`config.mk`:
```
export PLATFORM = sky130hd
export DESIGN_NAME = pm_cfg_regs
export DESIGN_NICKNAME = d
export VERILOG_FILES = /design/src/rtl/pm_pkg.sv /design/src/rtl/pm_state_ctrl.sv /design/src/rtl/pm_pme_ctrl.sv /design/src/rtl/pm_cfg_regs.sv
export SDC_FILE = /design/constraint.sdc
export NUM_CORES = 1
export LEC_CHECK = 0
export BUFFER_PORTS_ARGS = -buffer_cell sky130_fd_sc_hd__buf_2
export CORE_MARGIN = 1
export CORE_UTILIZATION = 44
export CTS_CLUSTER_DIAMETER = 120
export DETAILED_ROUTE_END_ITERATION = 10
export GPL_ROUTABILITY_DRIVEN = 0
export PLACE_DENSITY = 0.8
export SLEW_MARGIN = 15
export SYNTH_ARGS = -nofsm -noshare
export SYNTH_HDL_FRONTEND = slang
export SYNTH_SLANG_ARGS = --single-unit
```
`constraint.sdc`:
```
create_clock -name clk -period 2.3 [get_ports clk]
set_input_delay 0.46 -clock clk [delete_from_list [all_inputs] [get_ports clk]]
set_output_delay 0.46 -clock clk [all_outputs]
set_load 0.01 [all_outputs]
```
`src/rtl/pm_pkg.sv`:
```
package pm_pkg;
  localparam logic [1:0] PS_D0    = 2'b00;
  localparam logic [1:0] PS_D3HOT = 2'b11;
  localparam logic [5:0] DW_CAP   = 6'h10;  // byte 40h
  localparam logic [5:0] DW_CSR   = 6'h11;  // byte 44h

  typedef struct packed {
    logic [2:0] version;
    logic       clk_req;
    logic       dsi;
    logic       sup_d0;
    logic       sup_d3;
    logic [1:0] scale;
  } pm_preload_t;

  localparam pm_preload_t PRELOAD_RST = '{version: 3'b001, clk_req: 1'b0,
                                          dsi: 1'b0, sup_d0: 1'b0,
                                          sup_d3: 1'b0, scale: 2'b00};
endpackage

```
`src/rtl/pm_state_ctrl.sv`:
```
module pm_state_ctrl
  import pm_pkg::*;
#(
  parameter int RST_CYC = 8
) (
  input  logic       clk,
  input  logic       rst,
  input  logic       wr_state,
  input  logic [1:0] wr_val,
  output logic [1:0] state_o,
  output logic       func_en_o,
  output logic       irq_o,
  output logic       reload_o,
  output logic       lrst_o
);
  localparam int CW = $clog2(RST_CYC + 1);
  localparam logic [CW-1:0] CNT_INIT = CW'(RST_CYC - 1);

  logic [1:0]    nxt;
  logic          legal, wake;
  logic [CW-1:0] cnt;

  always_comb begin
    legal = (wr_val == PS_D0) || (wr_val == PS_D3HOT);
    wake  = wr_state && legal && (state_o == PS_D3HOT) && (wr_val == PS_D0);
    nxt   = (wr_state && legal) ? wr_val : state_o;
  end

  always_ff @(posedge clk) begin
    if (rst) begin
      state_o   <= PS_D0;
      func_en_o <= 1'b1;
      irq_o     <= 1'b0;
      reload_o  <= 1'b0;
      lrst_o    <= 1'b0;
      cnt       <= '0;
    end else begin
      state_o   <= nxt;
      func_en_o <= (nxt == PS_D0);
      irq_o     <= wake;
      reload_o  <= wake;
      if (wake) begin
        lrst_o <= 1'b1;
        cnt    <= CNT_INIT;
      end else if (cnt != '0) begin
        cnt <= cnt - 1'b1;
      end else begin
        lrst_o <= 1'b0;
      end
    end
  end

  AST_STATE_LEGAL: assert property (@(posedge clk) disable iff (rst)
    (state_o == PS_D0) || (state_o == PS_D3HOT));
  AST_IRQ_ONE_CLK: assert property (@(posedge clk) disable iff (rst)
    irq_o |=> !irq_o);
  AST_IRQ_IN_LRST: assert property (@(posedge clk) disable iff (rst)
    irq_o |-> lrst_o);
  AST_IRQ_AFTER_D3: assert property (@(posedge clk) disable iff (rst)
    $rose(irq_o) |-> ($past(state_o) == PS_D3HOT) && (state_o == PS_D0));
endmodule

```
`src/rtl/pm_pme_ctrl.sv`:
```
module pm_pme_ctrl
  import pm_pkg::*;
(
  input  logic       clk,
  input  logic       rst,
  input  logic [1:0] state,
  input  logic       sup_d0,
  input  logic       sup_d3,
  input  logic       pme_set,
  input  logic       en_wr,
  input  logic       en_val,
  input  logic       clr_wr,
  output logic       en_o,
  output logic       status_o,
  output logic       pme_n_o
);
  logic allow, st_nxt, en_nxt;

  always_comb begin
    allow  = (state == PS_D0) ? sup_d0 : sup_d3;
    st_nxt = (pme_set && allow) ? 1'b1 : (clr_wr ? 1'b0 : status_o);
    en_nxt = en_wr ? en_val : en_o;
  end

  always_ff @(posedge clk) begin
    if (rst) begin
      en_o     <= 1'b0;
      status_o <= 1'b0;
      pme_n_o  <= 1'b1;
    end else begin
      en_o     <= en_nxt;
      status_o <= st_nxt;
      pme_n_o  <= ~(st_nxt & en_nxt);
    end
  end

  AST_PME_SET_GATED: assert property (@(posedge clk) disable iff (rst)
    $rose(status_o) |-> $past(pme_set && allow));
  AST_PME_CLR_ONLY_W1: assert property (@(posedge clk) disable iff (rst)
    $fell(status_o) |-> $past(clr_wr));
  AST_PME_PIN: assert property (@(posedge clk) disable iff (rst)
    !pme_n_o |-> (en_o && status_o));
endmodule

```
`src/rtl/pm_cfg_regs.sv`:
```
module pm_cfg_regs
  import pm_pkg::*;
#(
  parameter int RST_CYC = 8,
  parameter int AW      = 8,
  parameter int DW      = 32
) (
  input  logic          clk,
  input  logic          rst,
  input  logic          cfg_rd,
  input  logic          cfg_wr,
  input  logic [AW-1:0] cfg_addr,
  input  logic [3:0]    cfg_be,
  input  logic [DW-1:0] cfg_wdata,
  output logic [DW-1:0] cfg_rdata,
  input  logic          pl_load,
  input  logic [2:0]    pl_version,
  input  logic          pl_clk_req,
  input  logic          pl_dsi,
  input  logic [3:0]    pl_pme_sup,
  input  logic [1:0]    pl_data_scale,
  input  logic          pme_set_i,
  output logic [1:0]    pm_state_o,
  output logic          func_en_o,
  output logic          lrst_o,
  output logic          lpm_irq_o,
  output logic          reload_o,
  output logic          pme_n_o
);
  localparam int DSEL_W = 4;

  pm_preload_t        pl_q;
  logic [DSEL_W-1:0]  dsel_q;
  logic               hit_cap, hit_csr, wr_csr;
  logic               pme_en, pme_st;
  logic [15:0]        cap_word, csr_word;
  logic [DW-1:0]      rd_mux;

  always_comb begin
    hit_cap = (cfg_addr[AW-1:2] == DW_CAP[AW-3:0]);
    hit_csr = (cfg_addr[AW-1:2] == DW_CSR[AW-3:0]);
    wr_csr  = cfg_wr && hit_csr;
  end

  // preloaded fields
  always_ff @(posedge clk) begin
    if (rst) begin
      pl_q <= PRELOAD_RST;
    end else if (pl_load) begin
      pl_q <= '{version: pl_version, clk_req: pl_clk_req, dsi: pl_dsi,
                sup_d0: pl_pme_sup[0], sup_d3: pl_pme_sup[3],
                scale: pl_data_scale};
    end
  end

  pm_state_ctrl #(.RST_CYC(RST_CYC)) u_state (
    .clk      (clk),
    .rst      (rst),
    .wr_state (wr_csr && cfg_be[0]),
    .wr_val   (cfg_wdata[1:0]),
    .state_o  (pm_state_o),
    .func_en_o(func_en_o),
    .irq_o    (lpm_irq_o),
    .reload_o (reload_o),
    .lrst_o   (lrst_o)
  );

  pm_pme_ctrl u_pme (
    .clk     (clk),
    .rst     (rst),
    .state   (pm_state_o),
    .sup_d0  (pl_q.sup_d0),
    .sup_d3  (pl_q.sup_d3),
    .pme_set (pme_set_i),
    .en_wr   (wr_csr && cfg_be[1]),
    .en_val  (cfg_wdata[8]),
    .clr_wr  (wr_csr && cfg_be[1] && cfg_wdata[15]),
    .en_o    (pme_en),
    .status_o(pme_st),
    .pme_n_o (pme_n_o)
  );

  // data select: PCI writable, cleared by the soft reset pulse
  always_ff @(posedge clk) begin
    if (rst || lpm_irq_o) begin
      dsel_q <= '0;
    end else if (wr_csr && cfg_be[1]) begin
      dsel_q <= cfg_wdata[12:9];
    end
  end

  always_comb begin
    cap_word = '0;
    cap_word[2:0] = pl_q.version;
    cap_word[3]   = pl_q.clk_req;
    cap_word[5]   = pl_q.dsi;
    cap_word[11]  = pl_q.sup_d0;
    cap_word[14]  = pl_q.sup_d3;
    csr_word = '0;
    csr_word[1:0]   = pm_state_o;
    csr_word[8]     = pme_en;
    csr_word[12:9]  = dsel_q;
    csr_word[14:13] = pl_q.scale;
    csr_word[15]    = pme_st;
    rd_mux = '0;
    if (hit_cap)      rd_mux[31:16] = cap_word;
    else if (hit_csr) rd_mux[15:0]  = csr_word;
  end

  always_ff @(posedge clk) begin
    if (rst)         cfg_rdata <= '0;
    else if (cfg_rd) cfg_rdata <= rd_mux;
  end

  AST_GATE_OFF_D3: assert property (@(posedge clk) disable iff (rst)
    (pm_state_o == PS_D3HOT) |-> !func_en_o);
  AST_DSEL_SOFT_CLR: assert property (@(posedge clk) disable iff (rst)
    lpm_irq_o |=> (dsel_q == '0) || $past(wr_csr && cfg_be[1]));
endmodule

```
* After elaboration in Yosys (flattened, before gate mapping)
Index checks and enable logic that the tools add are counted.
** Storage, ports and cells
- Flip-flop bits (word level) :: 57
- Bits in latches :: 0
- RAM bits :: 0
- Bits in read-only memories :: 0
- Output and inout port bits :: 39
- Memories kept :: 0
** Cells by class
- $add $sub $neg :: 1
- Multipliers :: 0
- Div/mod/pow operators :: 0
- $lt $le $gt $ge :: 0
- Eq/ne operators :: 5
- Shift operators :: 0
- Muxes and demuxes :: 12
- Bitwise operators :: 2
- Reductions and logical operators :: 16
** Operators with widths (count)
- two-way mux 16 bit :: 2
- two-way mux 15 bit :: 1
- equality test 6 x 5 -> 1 bit (second input constant) :: 2
- logical AND 1 bit :: 8
- logical NOT 2 bit :: 3
- two-way mux 1 bit :: 6
- two-way mux 3 bit :: 2
- equality test 2 bit (second input constant) :: 2
- nonzero test 4 bit :: 1
- subtractor 4 x 1 -> 4 bit (second input constant) :: 1
- logical OR 1 bit :: 2
- two-way mux 2 bit :: 1
- != test 2 x 1 -> 1 bit (second input constant) :: 1
- nonzero test 2 bit :: 1
- OR reduction 2 bit :: 1
- bitwise AND 1 bit :: 1
- NOT 1 bit :: 1

* Depth between registers and ports, before layout
Gate-level depths: netlist of the first run.
- Depth after elaboration :: 8
- Gate-level depth with buffers :: 7

* By module
From an unflattened synthesis of the first run, not the netlist that was laid out.
** Second synthesis, totals
- Cells, all modules :: 199
- Area, all modules :: 1870.5 um^2
** Modules (own cells, without submodules)
- pm_cfg_regs :: instances 1, cells an instance 148, area an instance 1342.5 um^2, seq. area each 600.6 um^2
- pm_state_ctrl :: instances 1, cells an instance 41, area an instance 412.9 um^2, seq. area each 180.2 um^2
- pm_pme_ctrl :: instances 1, cells an instance 10, area an instance 115.1 um^2, seq. area each 60.1 um^2

* Worst setup path before layout of the first run
OpenSTA, ideal clock, no wires.
- Kind :: input to register
- Start :: input cfg_addr[7]
- End :: register u_pme.pme_n_o
- Library setup time :: 0.127 ns
- Data arrival time :: 1.826 ns
- Required time :: 2.173 ns
- Path slack :: 0.347 ns
- Stages :: 5
- Path buffers :: 1
- Cells stage by stage :: or4b_4 -> buf_6 -> nor3_4 -> mux2i_1 -> or3_1
** Between the ends
- Cells in the longest elaborated chain, start to end :: 8
- Elaborated cells on any way between the ends :: 9
** RTL lines
- start, declared :: RTL line pm_cfg_regs.sv:12 : input logic [AW-1:0] cfg_addr,
- equality test 6 x 5 -> 1 bit (*) :: RTL line pm_cfg_regs.sv:41 : hit_csr = (cfg_addr[AW-1:2] == DW_CSR[AW-3:0]);
- logical AND 1 bit (*) :: RTL line pm_cfg_regs.sv:42 : wr_csr = cfg_wr && hit_csr;
- logical AND 1 bit (*) :: RTL line pm_cfg_regs.sv:75, pm_cfg_regs.sv:77
- logical AND 1 bit :: RTL line pm_cfg_regs.sv:77 : .clr_wr (wr_csr && cfg_be[1] && cfg_wdata[15]),
- two-way mux 1 bit (2 in series) :: RTL line pm_pme_ctrl.sv:21 : st_nxt = (pme_set && allow) ? 1'b1 : (clr_wr ? 1'b0 : status_o);
- bitwise AND 1 bit (*) :: RTL line pm_pme_ctrl.sv:33 : pme_n_o <= ~(st_nxt & en_nxt);
- NOT 1 bit (*) :: RTL line pm_pme_ctrl.sv:33
- end signal, assigned :: RTL line pm_pme_ctrl.sv:33
- end, declared :: RTL line pm_pme_ctrl.sv:15 : output logic pme_n_o
Mark *: on every way between the ends. The rest lies on a longest branch, timed or not.
A chain may end at the register's enable or synchronous reset.

* Worst setup path after layout of the first run
- Start :: input cfg_addr[7]
- End :: register u_state.func_en_o
** Between the ends
- Cells in the longest elaborated chain, start to end :: 6
** RTL lines
- equality test 6 x 5 -> 1 bit :: RTL line pm_cfg_regs.sv:41
- logical AND 1 bit :: RTL line pm_cfg_regs.sv:42
- logical AND 1 bit :: RTL line pm_cfg_regs.sv:59 : .wr_state (wr_csr && cfg_be[0]),
- logical AND 1 bit :: RTL line pm_state_ctrl.sv:26 : nxt = (wr_state && legal) ? wr_val : state_o;
- two-way mux 2 bit :: RTL line pm_state_ctrl.sv:26
- logical NOT 2 bit :: RTL line pm_state_ctrl.sv:39 : func_en_o <= (nxt == PS_D0);
- end signal, assigned :: RTL line pm_state_ctrl.sv:39
- end, declared :: RTL line pm_state_ctrl.sv:11 : output logic func_en_o,
No other way between the ends.

==> results of run 1 <==
[path summary, 6_finish.rpt]
path	from	endpoint	slack, ns	cells after the start
worst min-delay path	pl_version[0]	cap_word[0]	0.38	2
worst max-delay path	cfg_addr[7]	u_state.func_en_o	0.61	5
worst min register to register	u_state.lrst_o	u_state.lrst_o	0.46	2
worst max register to register	u_state.cnt[0]	u_state.cnt[1]	0.82	5
[synthesized netlist by cell type, types with 2 or more instances]
master	instances
a21oi_1	16
buf_4	18
clkbuf_1	8
dfxtp_1	42
ha_1	3
inv_1	5
mux2i_1	22
nand2_1	3
nor2_1	31
nor2b_1	11
nor3_1	6
nor3_4	2
or3_1	2
[cells in the final DEF, fill, tap and decap left out]
master | netlist | final
a211o_1 | 1 | 1
a21oi_1 | 16 | 16
a311o_1 | 1 | 1
buf_2 | 1 | 54
buf_4 | 18 | 5
clkbuf_8 | 0 | 8
conb_1 | 1 | 15
dfxtp_1 | 42 | 42
ha_1 | 3 | 3
inv_1 | 5 | 5
mux2_2 | 1 | 1
mux2i_1 | 22 | 22
nand2_1 | 3 | 3
nand2b_1 | 1 | 1
nand3_1 | 1 | 1
nand4_1 | 1 | 1
nand4b_1 | 1 | 1
nor2_1 | 31 | 31
nor2b_1 | 11 | 11
nor3_1 | 6 | 6
nor3_4 | 2 | 2
nor3b_1 | 1 | 1
nor4bb_2 | 0 | 1
o21ai_0 | 1 | 1
o31ai_1 | 1 | 1
o41a_1 | 1 | 1
or3_1 | 2 | 2
or3b_2 | 1 | 1
or4b_4 | 1 | 1
xnor2_1 | 1 | 1
xor2_1 | 1 | 1
[per-layer routing]
metal | vias to the layer above | routed length [µm] | GRT usage, %
met4 | 0 | 40 | 6.52
met2 | 58 | 1530 | 28.4
li1 | 698 | - | -
met3 | 4 | 250 | 6.55
met1 | 603 | 1450 | 19.3
met5 | - | 0 | 0
[logic make-up after synthesis]
kind of cell | share of synthesized area [%]
compound gates | 6.84
xor+xnor | 0.978
fa+ha+maj | 2.10
buf+inv | 11.2
flops | 46.9
mux | 12.9
other cells | 0.209
simple gates | 18.9
[critical path, delay by kind of cell]
kind	cells	cell delay [ns]
AOI/OAI and AO/OA	1	0.34
and+or+nand+nor	3	0.97
buffers and inverters	1	0.09
[through the flow]
step	utilization (%)	std cells
floorplan	-	202
global placement	54.0	281
detailed placement	54.0	281
CTS	56.9	289
global route	56.9	289
finish	56.9	289
[state kept, by name, indices dropped and copies added, names as in the netlist]
| signal | flops |
|---|---|
| u_pme.pme_n_o | 1 |
| u_state.lrst_o | 1 |
| u_state.cnt | 4 |
| u_state.state_o | 2 |
| dsel_q | 4 |
| csr_word | 2 |
| u_state.func_en_o | 1 |
| u_pme.status_o | 1 |
| u_state.irq_o | 1 |
| cfg_rdata | 17 |
| cap_word | 7 |
| u_pme.en_o | 1 |
[report_power, final]
part | internal, mW | switching (mW)
clock network | 0.303 | 0.232
registers | 0.770 | 0.0260
logic | 0.121 | 0.137
total | 1.19 | 0.395
[cell type report]
cell class              instances  area share, %
flip-flops and latches         42           39.2
multi-input cells             127           37.7
repair buffers                 59           14.3
clock buffers                   8           5.13
well taps                      48           2.80
inverters                       5          0.874
==> metrics.md, run 1 <==
| Metric | Value |
|---|---|
| PwrDens | `740 mW/mm²` |
| Final number of setup-violating endpoints | `0` |
| Via count | `1,363` |
| FF+latch area | `841 µm²` |
| Final worst slack | `0.609 ns` |
| Setup Fix Bufs, Post-CTS | `0` |
| P&R area growth vs syn | `19.8%` |
| Cells after Synth | `188` |
| Core area | `0.00377 mm²` |
| Worst endpoint required time | `2.47 ns` |
| Outcome | `complete, no violations` |
| Initial antenna violation count | `0` |
| Final Cell Area | `0.00215 mm²` |
| # diodes | `0` |
| Die Wd | `65.8 µm` |
| Fin crit share | `73.5%` |
| Synth top area share | `46.9%` |
| Post-synth top area cell | `dfxtp_1` |
| Largest net degree at the start of global routing | `37` |
| Worst vdd ir | `0.000388 V` |
| Achievable Freq | `0.591 GHz` |
| Leak | `1.02 nW` |
| Worst rel slew slack | `57.5%` |
| Hold buffers post-CTS | `0` |
| First drt pass iteration count | `4` |
| Layout cell share with drive strength beyond 1 | `30.3%` |
| Startpoint types | `primary input` |
| Prevailing post-synth register cell | `dfxtp_1` |
| Placed inst area | `0.00204 mm²` |
| Critical-path top delay cell | `or4b_4` |
| Hpwl dp | `2430 µm` |
| Worst hold slack | `0.381 ns` |
| Total gr overflow | `0` |
| Vias in the first global route | `1,264` |
| Register area share after synthesis | `46.9%` |
| Final Critical Period | `1.69 ns` |
| Initial Utilization | `47.5%` |
| GRT Total Usage | `17.0%` |
| Port bufs | `54` |
| Area of the multi-input gates | `810 µm²` |
| WS Path Type | `in2reg` |
| CTS Buffer Depth | `2` |
| Worst setup EP type | `register` |
| Final Skew | `0.00219 ns` |
| Synthesis warning total | `0` |
| Post-DR wirelength/cell | `11.3 µm` |
| Worst path max stage delay | `0.59 ns` |
| H-tree depth | `2` |
| Syn avg cell area | `9.53 µm²` |
| Resized Gates After CTS | `0` |
| CTS tree | `built` |
| Fillers | `349` |
| Post-Route WL | `3280 µm` |
| Post-synth EDFFs | `0` |
| Maximum fanout along the worst path | `5` |
| First-pass GRT wire length | `5460 µm` |
| # DRC | `0` |
| TNS Setup | `0 ns` |
| Row cnt | `22` |
| Die Ht | `65.8 µm` |
| # Max-Cap Violations | `0` |
| Max-slew violations | `0` |
| Drt first-iter violations | `55` |
| Hold Crit Class | `in2reg` |
| Final nets | `304` |
| Post-route ant nets | `0` |
| Worst-Skew Late Latency | `0.29 ns` |
| Distinct cells, synth | `32` |
| Worst-path clk slew | `0.07 ns` |
| Pre-CTS setup slack | `0.286 ns` |
| Boundary pin count | `100` |
| Fin. Hold Viols | `0` |
| CP cell instances | `buf_2 > or4b_4 > nor3_4 > nor3_1 > a311o_1` |
| Arr. time, crit path | `1.86 ns` |
| Largest cells by area after synthesis | `dfxtp_1 47%, mux2i_1 12%, buf_4 7.5%, nor2_1 6.5%, a21oi_1 4.5%` |
| Root buffer cell | `clkbuf_8` |
| Die ar. | `0.00433 mm²` |
| CTS Sinks | `42` |
| Unrepaired setup endpoints after global routing | `no` |
| Pwr Total | `1.59 mW` |
| Async S/R FF share, synth | `0%` |
| Yosys reg bits | `42` |
| CTS buffer count | `5` |
| Via-to-Cell Ratio | `4.72` |
| Worst slew pin tran | `0.638 ns` |
| Cell Area, Synth | `0.00179 mm²` |
No activity file was read; power rests on OpenSTA's default activity.
==> inputs of run 2 (changes only) <==
==> constraint.sdc (replaced) <==
create_clock -name clk -period 1.6 [get_ports clk]
set_input_delay 0.32 -clock clk [delete_from_list [all_inputs] [get_ports clk]]
set_output_delay 0.32 -clock clk [all_outputs]
set_load 0.01 [all_outputs]
==> run 2 against run 1 <==
Sequential power is 44% higher. Register-to-register slack worse by 0.60 ns. Critical path depth is 3 higher. Utilization is 2.7 points higher. Sequential share of layout area is 1.8 points lower. Clock skew is 0.0050 ns higher. Global-route usage is 0.58 points higher. Clock power is 54% higher. Design area is 4.8% higher. Combinational power is 71% higher. Clock-buffer cell count is 2 lower. Setup slack worse by 0.49 ns.
==> metrics.md, run 2 (synthesis gave the netlist of run 1 again) <==
| Metric | Value |
|---|---|
| Drt first-iter violations | `42 (-24%)` |
| Root buffer cell | `clkbuf_8` |
| Layout cell share with drive strength beyond 1 | `37.0% (+6.7 points)` |
| Metal3 WL | `260 µm (+4.0%)` |
| Metal-1 WL | `1590 µm (+9.1%)` |
| P&R area growth vs syn | `25.6%` |
| Post-Route WL | `3510 µm (+7.2%)` |
| Total gr overflow | `0 (unchanged)` |
| Die Wd | `65.8 µm (unchanged)` |
| Final Skew | `0.00714 ns (+0.00495 ns)` |
| Initial Utilization | `47.5% (unchanged)` |
| Hold Path Stages | `2 (unchanged)` |
| Maximum fanout along the worst path | `4 (-1)` |
| Wire length on met2 | `1600 µm (+4.2%)` |
| Post-DR wirelength/cell | `11.9 µm (+5.4%)` |
| Fillers | `346 (-0.86%)` |
| Vias in the first global route | `1,284 (+1.6%)` |
| First drt pass iteration count | `4 (unchanged)` |
| Area of the multi-input gates | `865 µm² (+6.8%)` |
| Hold Crit Class | `in2reg` |
| Worst endpoint required time | `1.83 ns (-0.64 ns)` |
| Worst-path clk slew | `0.08 ns (about the same)` |
| Unrepaired setup endpoints after global routing | `no` |
| GRT Total Usage | `17.6% (+0.58 points)` |
| Largest register FFs | `17 (unchanged)` |
| Reg power frac | `47.6% (-2.5 points)` |
| Most common cell after layout, fill and taps aside | `buf_2` |
| Worst vdd ir | `0.000628 V (+62%)` |
| Achievable Freq | `0.676 GHz` |
| Largest net degree at the start of global routing | `17 (-54%)` |
| # Max-Cap Violations | `0 (unchanged)` |
| H-tree depth | `2 (unchanged)` |
| Boundary pin count | `100 (unchanged)` |
| Startpoint types | `primary input` |
| Final number of setup-violating endpoints | `0 (unchanged)` |
| Top reg by flops | `cfg_rdata` |
| Via count | `1,383 (+1.5%)` |
| Arr. time, crit path | `1.70 ns (-0.16 ns)` |
| First-pass GRT wire length | `5620 µm (+2.8%)` |
| Row cnt | `22 (unchanged)` |
| DP Cell Count | `285 (+1.4%)` |
| Initial antenna violation count | `0 (unchanged)` |
| Combinational share of power | `18.2% (+1.9 points)` |
| Most frequent cells in the layout | `53 x buf_2, 42 x dfxtp_1, 31 x nor2_1, 22 x mux2i_1, 15 x conb_1` |
| FF+latch area | `841 µm² (unchanged)` |
| Switching power share of the total | `26.0% (+1.1 points)` |
| Via-to-Cell Ratio | `4.70 (-0.26%)` |
| Fin. Hold Viols | `0 (unchanged)` |
| Final nets | `309 (+1.6%)` |
| Fin cells | `294 (+1.7%)` |
| Fin crit share | `92.4%` |
| Core area | `0.00377 mm² (unchanged)` |
| Port bufs | `54 (unchanged)` |
| CTS Buffer Depth | `2 (unchanged)` |
| Hpwl dp | `2670 µm (+9.8%)` |
| Uppermost routed layer | `met4` |
| CTS Sinks | `42 (unchanged)` |
| Reg2Reg Depth | `5 (unchanged)` |
| Final Critical Period | `1.48 ns` |
| Pint | `1.79 mW (+50%)` |
| Die ar. | `0.00433 mm² (unchanged)` |
| CTS tree | `built` |
| Switch Pwr | `0.629 mW (+59%)` |
| # diodes | `0 (unchanged)` |
| Post-route ant nets | `0 (unchanged)` |
| Worst setup EP type | `register` |
| PwrDens | `1080 mW/mm² (+45%)` |
| # DRC | `0 (unchanged)` |
| Worst-Skew Late Latency | `0.30 ns (about the same)` |
| Die Ht | `65.8 µm (unchanged)` |
| WS Path Type | `in2reg` |
| CTS buffer count | `5 (unchanged)` |
| Hold buffers post-CTS | `0 (unchanged)` |
| Worst hold slack | `0.228 ns (-0.153 ns)` |
| Leak | `1.05 nW (+3.5%)` |
| Max-slew violations | `0 (unchanged)` |
| Clock power share | `34.1% (+0.4 points)` |
| Outcome | `complete, no violations` |
[run 2: cell count changes in the layout (fill, tap and decap cells not counted), moves of 2 or more]
cell and change:
a21oi_1 -12, clkbuf_8 -3, buf_6 +2, buf_4 +4
a21oi_2 +12
[run 2: worst max-delay path, cell delays in order]
cell and delay [ns]:
buf_2 0.09, inv_1 0.05, ha_1 0.27, nand4b_1 0.22, nor3_4 0.26, nand4_1 0.19
buf_6 0.18, a21oi_1 0.11
[run 2: cell type report]
| type | instances | share of cell area (%) |
|---|---|---|
| Clock inverter | 2 | 1.67 |
| Timing Repair Buffer | 64 | 15.8 |
| Inverter | 5 | 0.834 |
| Tap cell | 48 | 2.67 |
| Multi-Input combinational cell | 127 | 38.4 |
| Clock buffer | 6 | 3.23 |
| Sequential cell | 42 | 37.4 |
[run 2: metal layers]
metal	vias to the layer above	global-route usage, %
met5	-	0
met4	0	8.97
met3	5	5.86
met2	51	28.7
met1	619	20.2
li1	708	-
[run 2: timing repair]
| item | in CTS | in global routing |
|---|---|---|
| resized for setup | 0 | 7 |
| endpoints found under the setup margin | 0 | 4 |
| buffers inserted | 0 | 1 |
[run 2: final timing paths]
| check | endpoint | startpoint | slack (ns) |
|---|---|---|---|
| max | u_state.cnt[1] | cfg_wdata[1] | 0.12 |
| min | cap_word[0] | pl_version[0] | 0.23 |
| max reg2reg | u_state.cnt[1] | u_state.cnt[0] | 0.22 |
| min reg2reg | u_state.lrst_o | u_state.lrst_o | 0.47 |
[run 2: power groups by stage]
stage	sequential [mW]	combinational [mW]	clock (mW)
3_5_place_dp	1.17	0.380	0
2_1_floorplan	1.16	0.322	0
3_3_place_gp	1.17	0.367	0
4_1_cts	1.15	0.382	0.842
5_1_grt	1.16	0.492	0.883
6_report	1.15	0.441	0.826
[run 2: stage by stage]
step                setup TNS [ns]  total power, mW  area [µm²]  utilization [%]  worst slack, ns
floorplan                    -1.53             1.49        1880                -           -0.213
global placement             -4.94             1.54        2100             55.8           -0.256
detailed placement           -5.49             1.55        2100             55.8           -0.278
CTS                              0             2.37        2210             58.7           0.0263
global route                     0             2.54        2250             59.7           0.0112
finish                           0             2.42        2250             59.7            0.121
==> inputs of run 3 (changes only) <==
--- a/config.mk
+++ b/config.mk
@@ -7,11 +7,11 @@
 export LEC_CHECK = 0
 export BUFFER_PORTS_ARGS = -buffer_cell sky130_fd_sc_hd__buf_2
 export CORE_MARGIN = 1
-export CORE_UTILIZATION = 44
+export CORE_UTILIZATION = 39
 export CTS_CLUSTER_DIAMETER = 120
 export DETAILED_ROUTE_END_ITERATION = 10
 export GPL_ROUTABILITY_DRIVEN = 0
-export PLACE_DENSITY = 0.8
+export PLACE_DENSITY = 0.75
 export SLEW_MARGIN = 15
 export SYNTH_ARGS = -nofsm -noshare
 export SYNTH_HDL_FRONTEND = slang
==> constraint.sdc (replaced) <==
create_clock -name clk -period 1.25 [get_ports clk]
set_input_delay 0.0625 -clock clk [delete_from_list [all_inputs] [get_ports clk]]
set_output_delay 0.0625 -clock clk [all_outputs]
set_load 0.01 [all_outputs]
==> run 3 against run 2 <==
Setup slack worse by 0.15 ns. First-iteration DRC count is 36% higher. Clock-buffer cell count stayed put. Wire length is 1.5% higher. The flow now finishes with violations (setup timing). Sequential share of layout area is 2.3 points lower. Clock skew is 0.0038 ns lower.
==> metrics.md, run 3 (synthesis gave the netlist of run 1 again) <==
| Metric | Value |
|---|---|
| P&R area growth vs syn | `34.1%` |
| # Max-Cap Violations | `0 (unchanged)` |
| Fillers | `390 (+13%)` |
| Root buffer cell | `clkbuf_8` |
| Startpoint types | `register` |
| Initial antenna violation count | `0 (unchanged)` |
| Maximum fanout along the worst path | `5 (+1)` |
| First drt pass iteration count | `4 (unchanged)` |
| Placed inst area | `0.00216 mm² (+2.8%)` |
| Min-delay src | `cfg_wdata[0]` |
| WS Path Type | `reg2reg` |
| Hold Crit Class | `in2reg` |
| Die ar. | `0.00487 mm² (+12%)` |
| Initial Utilization | `40.9% (-6.6 points)` |
| Final Skew | `0.00330 ns (-0.00384 ns)` |
| H-tree depth | `2 (unchanged)` |
| Largest register FFs | `17 (unchanged)` |
| Fin crit share | `102%` |
| Via-to-Cell Ratio | `4.61 (-2.0%)` |
| Total gr overflow | `0 (unchanged)` |
| Critical-path top delay cell | `or3b_4` |
| # diodes | `0 (unchanged)` |
| Outcome | `complete, but fails checks` |
| Drt first-iter violations | `57 (+36%)` |
| Worst-path clk slew | `0.08 ns (about the same)` |
| PwrDens | `1310 mW/mm² (+22%)` |
| CTS tree | `built` |
| Post-route ant nets | `0 (unchanged)` |
| # DRC | `0 (unchanged)` |
| Vias in the first global route | `1,375 (+7.1%)` |
| Top reg by flops | `cfg_rdata` |
| Worst setup EP type | `register` |
| Worst path max stage delay | `0.42 ns (+0.15 ns)` |
| Hold Path Stages | `3 (+1)` |
| Worst endpoint required time | `1.42 ns (-0.41 ns)` |
| TNS Setup | `-0.0732 ns (-0.0732 ns)` |
| Core area | `0.00438 mm² (+16%)` |
| Leak | `1.13 nW (+7.1%)` |
| Post-Route WL | `3570 µm (+1.5%)` |
| CTS buffer count | `5 (unchanged)` |
| Die Wd | `69.8 µm (+6.0%)` |
| CTS Sinks | `42 (unchanged)` |
| Via count | `1,429 (+3.3%)` |
| R2R Path Start | `u_state.cnt[0]` |
| Port bufs | `54 (unchanged)` |
| Worst r2r dst | `u_state.cnt[0]` |
| Layout cell share with drive strength beyond 1 | `42.6% (+5.6 points)` |
| Row cnt | `24 (+9.1%)` |
| Largest net degree at the start of global routing | `21 (+4)` |
| Final worst slack | `-0.0280 ns (-0.149 ns)` |
| Final nets | `321 (+3.9%)` |
| Most frequent cells in the layout | `51 x buf_2, 40 x dfxtp_1, 31 x nor2_1, 22 x mux2i_1` |
| Final Cell Area | `0.00240 mm² (+6.8%)` |
| Register-to-Register Setup Slack | `-0.03 ns (-0.25 ns)` |
| Worst-Skew Late Latency | `0.29 ns (about the same)` |
| Most common cell after layout, fill and taps aside | `buf_2` |
| First-pass GRT wire length | `6050 µm (+7.7%)` |
| Achievable Freq | `0.782 GHz` |
| Unrepaired setup endpoints after global routing | `yes` |
| Pwr Total | `3.16 mW (+30%)` |
| Final number of setup-violating endpoints | `7 (+7)` |
| GRT Total Usage | `15.8% (-1.8 points)` |
| CTS Buffer Depth | `2 (unchanged)` |
| Max-slew violations | `0 (unchanged)` |
| Boundary pin count | `100 (unchanged)` |
| Worst vdd ir | `0.000910 V (+45%)` |
| Final Critical Period | `1.28 ns` |
| Hpwl dp | `2600 µm (-2.4%)` |
| Reg2Reg Depth | `5 (unchanged)` |
| Fin. Hold Viols | `0 (unchanged)` |
| Post-DR wirelength/cell | `11.5 µm (-3.8%)` |
| Hold EP | `u_state.state_o[0]` |
| Arr. time, crit path | `1.45 ns (-0.25 ns)` |
| CP cell instances | `inv_2 > ha_4 > or3b_4 > xnor2_2 > a21oi_1` |
| Die Ht | `69.8 µm (+6.0%)` |
| Violated checks | `setup timing` |
## run 3: how the worst max path moves through the flow
stage / start / to / slack [ns]
after floorplan: cfg_addr[7] / u_pme.pme_n_o / -0.31
final: u_state.cnt[0] / u_state.cnt[0] / -0.03
after global routing: u_state.cnt[1] / u_state.cnt[3] / -0.1
after global placement: cfg_addr[7] / u_state.func_en_o / -0.29
after CTS: u_state.cnt[1] / u_state.cnt[0] / -0.05
after detailed placement: cfg_addr[7] / u_state.func_en_o / -0.32
## run 3: critical path, delay by kind of cell, from the launching register on
| kind | cells | cell delay (ns) |
|---|---|---|
| simple gates | 1 | 0.42 |
| flops | 1 | 0.34 |
| xor+xnor | 1 | 0.14 |
| fa+ha+maj | 1 | 0.12 |
| buf+inv | 1 | 0.07 |
| compound gates | 1 | 0.07 |
## run 3: timing repair
item,4_1_cts,5_1_grt
setup endpoints to repair,6,18
resized for setup,10,12
buffers inserted,2,0
hold buffers,5,0
pin swaps,7,5
endpoints found under the hold margin,5,0
## run 3: through the flow
step | hold WS [ns] | cells | util, % | setup slack, ns
6_report | 0.00411 | 310 | 54.8 | -0.0280
5_1_grt | 0.0171 | 310 | 54.8 | -0.0990
4_1_cts | 0.00160 | 310 | 53.8 | -0.0463
3_5_place_dp | 0.286 | 295 | 49.3 | -0.320
3_3_place_gp | 0.281 | 295 | 49.3 | -0.290
2_1_floorplan | 0.185 | 202 | - | -0.306
## run 3: power breakdown
group	switching, mW	total [mW]	internal (mW)
Sequential	0.0593	1.48	1.42
Clock	0.456	0.900	0.444
Combinational	0.345	0.776	0.431
Total	0.861	3.16	2.30
## run 3: per-layer routing
layer  vias to the layer above  wire length, µm  global-route usage, %  part of all wire [%]
met4                         0               54                   7.11                   1.5
met2                        47             1750                   27.4                    49
li1                        729                -                      -                     -
met1                       646             1570                   18.2                    44
met5                         -                0                      0                     0
met3                         7              191                   4.07                   5.4
## run 3: cell type report
type | instances | area, µm² | area share [%]
Clock buffer | 6 | 82.6 | 3.44
Clock inverter | 2 | 12.5 | 0.521
Inverter | 5 | 18.8 | 0.781
Multi-Input combinational cell | 127 | 907 | 37.7
Sequential cell | 42 | 843 | 35.1
Tap cell | 52 | 65.1 | 2.71
Timing Repair Buffer | 76 | 474 | 19.7
